**config.mk**
```make
export PLATFORM = sky130hd
export DESIGN_NAME = step_seq
export DESIGN_NICKNAME = d
export VERILOG_FILES = /design/src/rtl/step_seq_pkg.sv /design/src/rtl/seq_cfg_store.sv /design/src/rtl/seq_cond_pick.sv /design/src/rtl/seq_timer_ctr.sv /design/src/rtl/step_seq.sv
export SDC_FILE = /design/constraint.sdc
export NUM_CORES = 1
export LEC_CHECK = 0
export BUFFER_PORTS_ARGS = -buffer_cell sky130_fd_sc_hd__buf_4
export CAP_MARGIN = 20
export CELL_PAD_IN_SITES_DETAIL_PLACEMENT = 0
export CELL_PAD_IN_SITES_GLOBAL_PLACEMENT = 1
export CORE_MARGIN = 2
export CORE_UTILIZATION = 33
export CTS_CLUSTER_DIAMETER = 120
export DETAILED_ROUTE_END_ITERATION = 12
export GPL_TIMING_DRIVEN = 0
export PLACE_DENSITY = 0.7
export SYNTH_ARGS = -nofsm -noshare
export SYNTH_HDL_FRONTEND = slang
export SYNTH_SLANG_ARGS = --single-unit
```
**constraint.sdc**
```tcl
create_clock -name clk -period 9 [get_ports clk]
set_clock_uncertainty 0.2 [all_clocks]
set_input_delay 0.9 -clock clk [delete_from_list [all_inputs] [get_ports clk]]
set_output_delay 0.9 -clock clk [all_outputs]
set_load 0.005 [all_outputs]
```
**src/rtl/step_seq_pkg.sv**
```systemverilog
package step_seq_pkg;
  localparam int ACT_W    = 32;
  localparam int B_NXT_LO = 17;
  localparam int B_NXT_HI = 18;
  localparam int B_TRIG   = 13;
  localparam int B_CINC   = 9;
  localparam int B_CDEC   = 8;
  localparam int B_CCLR   = 7;
  localparam int B_TSTART = 3;
  localparam int B_TSTOP  = 2;
  localparam int B_TZERO  = 1;
  localparam int B_DONE   = 0;

  typedef enum logic [1:0] {
    KIND_COND = 2'd0,
    KIND_DFLT = 2'd1,
    KIND_CMP  = 2'd2
  } cfg_kind_e;

  typedef struct packed {
    logic [1:0] nxt;
    logic       trig;
    logic       cinc;
    logic       cdec;
    logic       cclr;
    logic       tstart;
    logic       tstop;
    logic       tzero;
    logic       done;
  } act_t;

  function automatic act_t decode_act(input logic [ACT_W-1:0] w);
    act_t a;
    a.nxt    = w[B_NXT_HI:B_NXT_LO];
    a.trig   = w[B_TRIG];
    a.cinc   = w[B_CINC];
    a.cdec   = w[B_CDEC];
    a.cclr   = w[B_CCLR];
    a.tstart = w[B_TSTART];
    a.tstop  = w[B_TSTOP];
    a.tzero  = w[B_TZERO];
    a.done   = w[B_DONE];
    return a;
  endfunction
endpackage

```
**src/rtl/seq_cfg_store.sv**
```systemverilog
module seq_cfg_store
  import step_seq_pkg::*;
#(
  parameter int NSTEP = 4,
  parameter int NCOND = 4,
  parameter int TW    = 16,
  localparam int SW   = $clog2(NSTEP),
  localparam int CIW  = $clog2(NCOND)
) (
  input  logic                        clk,
  input  logic                        rst_n,
  input  logic                        wipe,
  input  logic                        we,
  input  logic [1:0]                  kind,
  input  logic [SW-1:0]               wr_step,
  input  logic [CIW-1:0]              wr_cond,
  input  logic [ACT_W-1:0]            wr_data,
  input  logic [SW-1:0]               rd_step,
  output logic [NCOND-1:0][ACT_W-1:0] rd_acts,
  output logic [ACT_W-1:0]            rd_dflt,
  output logic [TW-1:0]               rd_cmp
);
  logic [NSTEP-1:0][NCOND-1:0][ACT_W-1:0] act_q;
  logic [NSTEP-1:0][ACT_W-1:0]            dflt_q;
  logic [NSTEP-1:0][TW-1:0]               cmp_q;

  always_ff @(posedge clk or negedge rst_n) begin
    if (!rst_n) begin
      act_q  <= '0;
      dflt_q <= '0;
      cmp_q  <= '0;
    end else if (wipe) begin
      act_q  <= '0;
      dflt_q <= '0;
      cmp_q  <= '0;
    end else if (we) begin
      case (kind)
        KIND_COND: act_q[wr_step][wr_cond] <= wr_data;
        KIND_DFLT: dflt_q[wr_step]         <= wr_data;
        KIND_CMP:  cmp_q[wr_step]          <= wr_data[TW-1:0];
        default: ;
      endcase
    end
  end

  assign rd_acts = act_q[rd_step];
  assign rd_dflt = dflt_q[rd_step];
  assign rd_cmp  = cmp_q[rd_step];
endmodule

```
**src/rtl/seq_cond_pick.sv**
```systemverilog
module seq_cond_pick
  import step_seq_pkg::*;
#(
  parameter int NCOND = 4
) (
  input  logic [NCOND-1:0]            hit,
  input  logic [NCOND-1:0][ACT_W-1:0] acts,
  input  logic [ACT_W-1:0]            dflt,
  output logic [ACT_W-1:0]            chosen,
  output logic                        any_hit
);
  always_comb begin
    chosen = dflt;
    for (int i = NCOND - 1; i >= 0; i--) begin
      if (hit[i]) chosen = acts[i];
    end
  end
  assign any_hit = |hit;
endmodule

```
**src/rtl/seq_timer_ctr.sv**
```systemverilog
module seq_timer_ctr
  import step_seq_pkg::*;
#(
  parameter int TW = 16,
  parameter int CW = 8
) (
  input  logic          clk,
  input  logic          rst_n,
  input  logic          wipe,
  input  logic          apply,
  input  act_t          act,
  input  logic [TW-1:0] cmp,
  output logic [TW-1:0] timer,
  output logic [CW-1:0] count,
  output logic          ge
);
  localparam logic [TW-1:0] TMAX = '1;
  localparam logic [CW-1:0] CMAX = '1;

  logic run_q;
  logic tzero, tstop, tstart, cclr, cinc, cdec;

  assign tzero  = apply & act.tzero;
  assign tstop  = apply & act.tstop;
  assign tstart = apply & act.tstart;
  assign cclr   = apply & act.cclr;
  assign cinc   = apply & act.cinc & ~act.cdec;
  assign cdec   = apply & act.cdec & ~act.cinc;

  always_ff @(posedge clk or negedge rst_n) begin
    if (!rst_n) begin
      run_q <= 1'b0;
      timer <= '0;
    end else if (wipe) begin
      run_q <= 1'b0;
      timer <= '0;
    end else begin
      if (tstop)       run_q <= 1'b0;
      else if (tstart) run_q <= 1'b1;
      if (tzero)                                 timer <= '0;
      else if (apply && run_q && timer != TMAX)  timer <= timer + 1'b1;
    end
  end

  always_ff @(posedge clk or negedge rst_n) begin
    if (!rst_n)                          count <= '0;
    else if (wipe || cclr)               count <= '0;
    else if (cinc && count != CMAX)      count <= count + 1'b1;
    else if (cdec && count != '0)        count <= count - 1'b1;
  end

  assign ge = (timer >= cmp);
endmodule

```
**src/rtl/step_seq.sv**
```systemverilog
module step_seq
  import step_seq_pkg::*;
#(
  parameter int NSTEP = 4,
  parameter int NCOND = 4,
  parameter int TW    = 16,
  parameter int CW    = 8,
  localparam int SW   = $clog2(NSTEP),
  localparam int CIW  = $clog2(NCOND)
) (
  input  logic             clk,
  input  logic             rst_n,
  input  logic             cmd_reset,
  input  logic             cmd_enable,
  input  logic             cfg_we,
  input  logic [1:0]       cfg_kind,
  input  logic [SW-1:0]    cfg_step,
  input  logic [CIW-1:0]   cfg_cond,
  input  logic [31:0]      cfg_data,
  input  logic [NCOND-1:0] cond_hit,
  output logic [SW-1:0]    step_o,
  output logic             running_o,
  output logic [TW-1:0]    timer_o,
  output logic             timer_ge_o,
  output logic [CW-1:0]    count_o,
  output logic             done_o,
  output logic             trig_irq_o,
  output logic             trig_cti_o,
  output logic             trig_xunit_o
);
  logic [NCOND-1:0][ACT_W-1:0] acts;
  logic [ACT_W-1:0]            dflt, chosen;
  logic [TW-1:0]               cmp;
  logic                        any_hit, apply, trig_q;
  act_t                        act;

  assign apply = running_o & ~cmd_reset & ~cmd_enable;
  assign act   = decode_act(chosen);

  seq_cfg_store #(.NSTEP(NSTEP), .NCOND(NCOND), .TW(TW)) u_store (
    .clk(clk), .rst_n(rst_n), .wipe(cmd_reset), .we(cfg_we), .kind(cfg_kind),
    .wr_step(cfg_step), .wr_cond(cfg_cond), .wr_data(cfg_data),
    .rd_step(step_o), .rd_acts(acts), .rd_dflt(dflt), .rd_cmp(cmp)
  );

  seq_cond_pick #(.NCOND(NCOND)) u_pick (
    .hit(cond_hit), .acts(acts), .dflt(dflt), .chosen(chosen), .any_hit(any_hit)
  );

  seq_timer_ctr #(.TW(TW), .CW(CW)) u_tc (
    .clk(clk), .rst_n(rst_n), .wipe(cmd_reset | cmd_enable), .apply(apply),
    .act(act), .cmp(cmp), .timer(timer_o), .count(count_o), .ge(timer_ge_o)
  );

  always_ff @(posedge clk or negedge rst_n) begin
    if (!rst_n) begin
      running_o <= 1'b0;
      step_o    <= '0;
      done_o    <= 1'b0;
      trig_q    <= 1'b0;
    end else if (cmd_reset) begin
      running_o <= 1'b0;
      step_o    <= '0;
      done_o    <= 1'b0;
      trig_q    <= 1'b0;
    end else if (cmd_enable) begin
      running_o <= 1'b1;
      step_o    <= '0;
      trig_q    <= 1'b0;
    end else begin
      trig_q <= apply & act.trig;
      if (apply && any_hit) step_o <= SW'(act.nxt);
      if (apply && act.done) done_o <= 1'b1;
    end
  end

  assign trig_irq_o   = trig_q;
  assign trig_cti_o   = trig_q;
  assign trig_xunit_o = trig_q;
endmodule

```
==> impl_metrics.env <==
export IMPL_insertedDiodeCount=0
export IMPL_net_switching_power_w=0.000724
export IMPL_dr_wl_met2_microns=22900
export IMPL_final_common_cell="dfrtp_1"
export IMPL_synth_area_sq_mm=0.0148
export IMPL_place_gp_congestion=0.868
export IMPL_endpoint="timer_ge_o"
export IMPL_wirelength_met1_microns=21200
export IMPL_leakage_nw=7.40
export IMPL_overflow=0
export IMPL_global_route_wire_length_before_repair_microns=75000
export IMPL_wire_per_inst_microns=23.3
export IMPL_cp_depth=15
export IMPL_worst_path_buf_inv=7
export IMPL_yosysUniqueCellTypes=54
export IMPL_maxUsedRoutingLayer="met4"
export IMPL_placement_cell_area_sq_mm=0.0161
export IMPL_critical_path_max_stage_delay_ps=640
export IMPL_worst_r2r_cell_count=11
export IMPL_drc_errors=0
export IMPL_final_cycle_share_pct=67.4
export IMPL_yosys_most_used_dff="dfrtp_1"
export IMPL_avgSynthCellArea_sq_um=10.4
export IMPL_tritoncts="yes"
export IMPL_worstReg2RegEnd="u_tc.count[7]$_DFFE_PN0P_"
export IMPL_numPortBuffers=57
export IMPL_postCtsResizedCells=0
export IMPL_initial_core_util_pct=33.5
export IMPL_r2r_slack_ps=4890
export IMPL_power_share_combinational_pct=7.0
export IMPL_largest_net_degree_at_the_start_of_global_routing=122
export IMPL_synth_edff_count=0
export IMPL_die_w_microns=216
export IMPL_route_vias_total=11537
export IMPL_yosys_register_bits=294
export IMPL_cts_buffer_depth=3
export IMPL_yosysSeqAreaShare_pct=49.6
export IMPL_timing_critical_path_slowest_stage_cell="clkbuf_1"
export IMPL_mostFrequentLayoutCells="dfrtp_1 (294), nand2_1 (222), nor2_1 (182)"
export IMPL_routed_wl_microns=49900
export IMPL_timing_worst_setup_path_type="flop to primary output"
export IMPL_io_pin_count=79
export IMPL_ir_worst_vdd_mv=0.146
export IMPL_drive_gt1_share_pct=13.3
export IMPL_grt_total_usage_pct=21.5
export IMPL_estimated_wirelength_of_the_detail_placed_design_microns=34100
export IMPL_numCtsBuffers=36
export IMPL_vias_in_the_first_global_route=11412
export IMPL_holdWs_ps=155
export IMPL_hold_class="input port to asynchronous set/reset pin"
export IMPL_asyncSetResetFlopFracSynth_pct=100
export IMPL_clock_root_buffer="clkbuf_16"
export IMPL_outcome="complete, no violations"
export IMPL_row_count=77
export IMPL_maximum_clock_rate_ghz=0.165
export IMPL_timing_critical_path_required_ps=7900
export IMPL_place_inst=2084
export IMPL_cts_hold_buffers=0
export IMPL_setup_violations_final=0
export IMPL_final_min_clock_period_ps=6060
export IMPL_route_detailed_vias_per_inst=5.38
export IMPL_final_nets=1603
export IMPL_grt_setup_unrepaired="false"
export IMPL_drt_first_iter_violations=1043
export IMPL_power_share_clock_pct=46.7
export IMPL_timing_max_slew_rel_slack_pct=23.5
export IMPL_dr_pass1_iters=5
export IMPL_yosys_warnings=0
export IMPL_critPathTopFamily="buffers and inverters"
export IMPL_syn_to_final_growth_pct=16.1
export IMPL_postSynthCellCount=1429
export IMPL_power_frac_seq_pct=46.3
export IMPL_path_clk_slew_ps=50
export IMPL_core_area_sq_mm=0.0443
export IMPL_final_cell_area_sq_mm=0.0172
export IMPL_regToRegStartpoint="running_o$_DFFE_PN0N_"
export IMPL_crit_start="step_o[1]$_DFFE_PN0P_"
export IMPL_die_area_sq_mm=0.0467
export IMPL_crit_chain="buf_4 > buf_4 > buf_4 > buf_6 > buf_2 > clkbuf_1 > mux4_2 > ha_1 > nand2b_1 > a21o_1 > a21o_1 > a211oi_1 > o21ai_0 > a21o_1 > buf_4"
export IMPL_route_met3_wl_microns=4200
export IMPL_cp_common_cell="buf_4"
export IMPL_cell_internal_pwr_w=0.00217
export IMPL_start_kind="flop"
export IMPL_power_density_mw_per_mm2=168
export IMPL_synth_nets=1500
export IMPL_maxCapViolCount=0
export IMPL_number_of_h_tree_levels=2
export IMPL_worstMarginPinSlew_ps=1150
export IMPL_report_power_total_w=0.00289
export IMPL_timing_setup_tns_ps=0
export IMPL_die_y_microns=216
export IMPL_ant_nets=0
export IMPL_grt_antenna_before_repair=0
export IMPL_critical_path_arrival_ps=4960
export IMPL_final_hold_violation_count=0
export IMPL_sw_frac_of_total_pct=25.1
export IMPL_timing_max_transition_violations_final=0
export IMPL_cts_post_setup_buffers_inserted=0
export IMPL_cts_sinks=294
export IMPL_layoutNonFillerInstCount=2146
export IMPL_cp_end_kind="primary output"
export IMPL_critical_path_peak_fanout=10
export IMPL_clock_network_latency_to_the_later_pin_of_the_worst_skew_pair_ps=520
==> power by group through the flow <==
stage          Sequential, W  Clock [W]  Combinational (W)
2_1_floorplan        0.00136          0          0.0000881
4_1_cts              0.00134    0.00137           0.000202
5_1_grt              0.00134    0.00143           0.000218
3_3_place_gp         0.00136          0           0.000196
3_5_place_dp         0.00136          0           0.000202
6_report             0.00134    0.00135           0.000204
==> final cells by class <==
type                    instances  area, sq um
plain buffers                 109          502
clock inverters                 9         48.8
multi-input cells             998         6880
repair buffers                 65          583
inverters                      28          105
well taps                     592          741
fillers                      4413        27100
flip-flops and latches        294         7360
clock buffers                  51         1020
==> cell families (layout without fill, tap and decap cells) <==
group                      count (synthesis)  in the layout  share of synthesized area [%]
and+or+nand+nor                          544            544                           15.5
adders and majority gates                 24             24                           2.07
DFF                                      294            294                           49.6
AOI/OAI and AO/OA                        194            194                           7.17
xor gates and xnor gates                  15             15                          0.885
muxes                                    221            221                           20.7
buffers and inverters                    137            262                           4.09
==> state kept, by name, summed over array words and instances, names as in the netlist <==
register	count
u_store.cmp_q	64
step_o	2
u_tc.count	8
running_o	1
trig_cti_o	1
u_store.act_q	160
u_tc.run_q	1
u_store.dflt_q	40
u_tc.timer	16
done_o	1
==> per-layer routing <==
layer | vias up | track usage [%]
li1 | 5169 | -
met1 | 5824 | 29.0
met2 | 451 | 33.6
met3 | 93 | 5.88
met4 | 0 | 7.19
met5 | - | 0
==> Yosys cell counts (all sizes together), types with 6 or more instances <==
cell type  instances  area share [%]
nand4              6            0.25
mux2i            155              11
nand2            222             5.6
nand2b             6            0.25
or3                7            0.30
dfrtp            294              50
o22ai             10            0.46
buf               23             1.2
nor2             186             4.8
a21oi            139             4.7
xnor2             13            0.77
clkbuf            86             2.2
nor4               7            0.30
o21ai             19            0.64
mux4              66              10
ha                23             1.9
nor2b             10            0.42
a21o               7            0.35
inv               28            0.71
nand3             72             2.4
nor3              17            0.61
==> worst reg2reg max path: stages (launching register included) <==
cell and delay, ps:
dfrtp_1 520, nor3b_2 560, o21ai_0 240, nor4_1 590, nand2b_1 340, ha_1 360, a21oi_1 190, o211ai_1 160
o41ai_1 360, and3_1 230, o21ai_0 80, nor3b_1 140
==> worst min path at each step <==
stage / cells past startpoint / startpoint / endpoint / slack, ps
6_report: 1 / rst_n / u_tc.count[6]$_DFFE_PN0P_ / 150
2_1_floorplan: 2 / u_store.act_q[225]$_DFFE_PN0P_ / u_store.act_q[225]$_DFFE_PN0P_ / 280
3_3_place_gp: 2 / u_store.dflt_q[97]$_DFFE_PN0P_ / u_store.dflt_q[97]$_DFFE_PN0P_ / 290
4_1_cts: 1 / rst_n / u_tc.count[6]$_DFFE_PN0P_ / 170
3_5_place_dp: 2 / u_store.dflt_q[73]$_DFFE_PN0P_ / u_store.dflt_q[73]$_DFFE_PN0P_ / 300
5_1_grt: 1 / rst_n / u_tc.count[4]$_DFFE_PN0P_ / 180
==> through the flow <==
stage               util (%)  setup slack (ps)
finish                  38.9              2940
global route            38.9              2750
CTS                     38.8              2940
detailed placement      36.4              3490
global placement        36.1              3470
floorplan                  -              4620
Note: power is estimated with default switching activity, not from simulation.
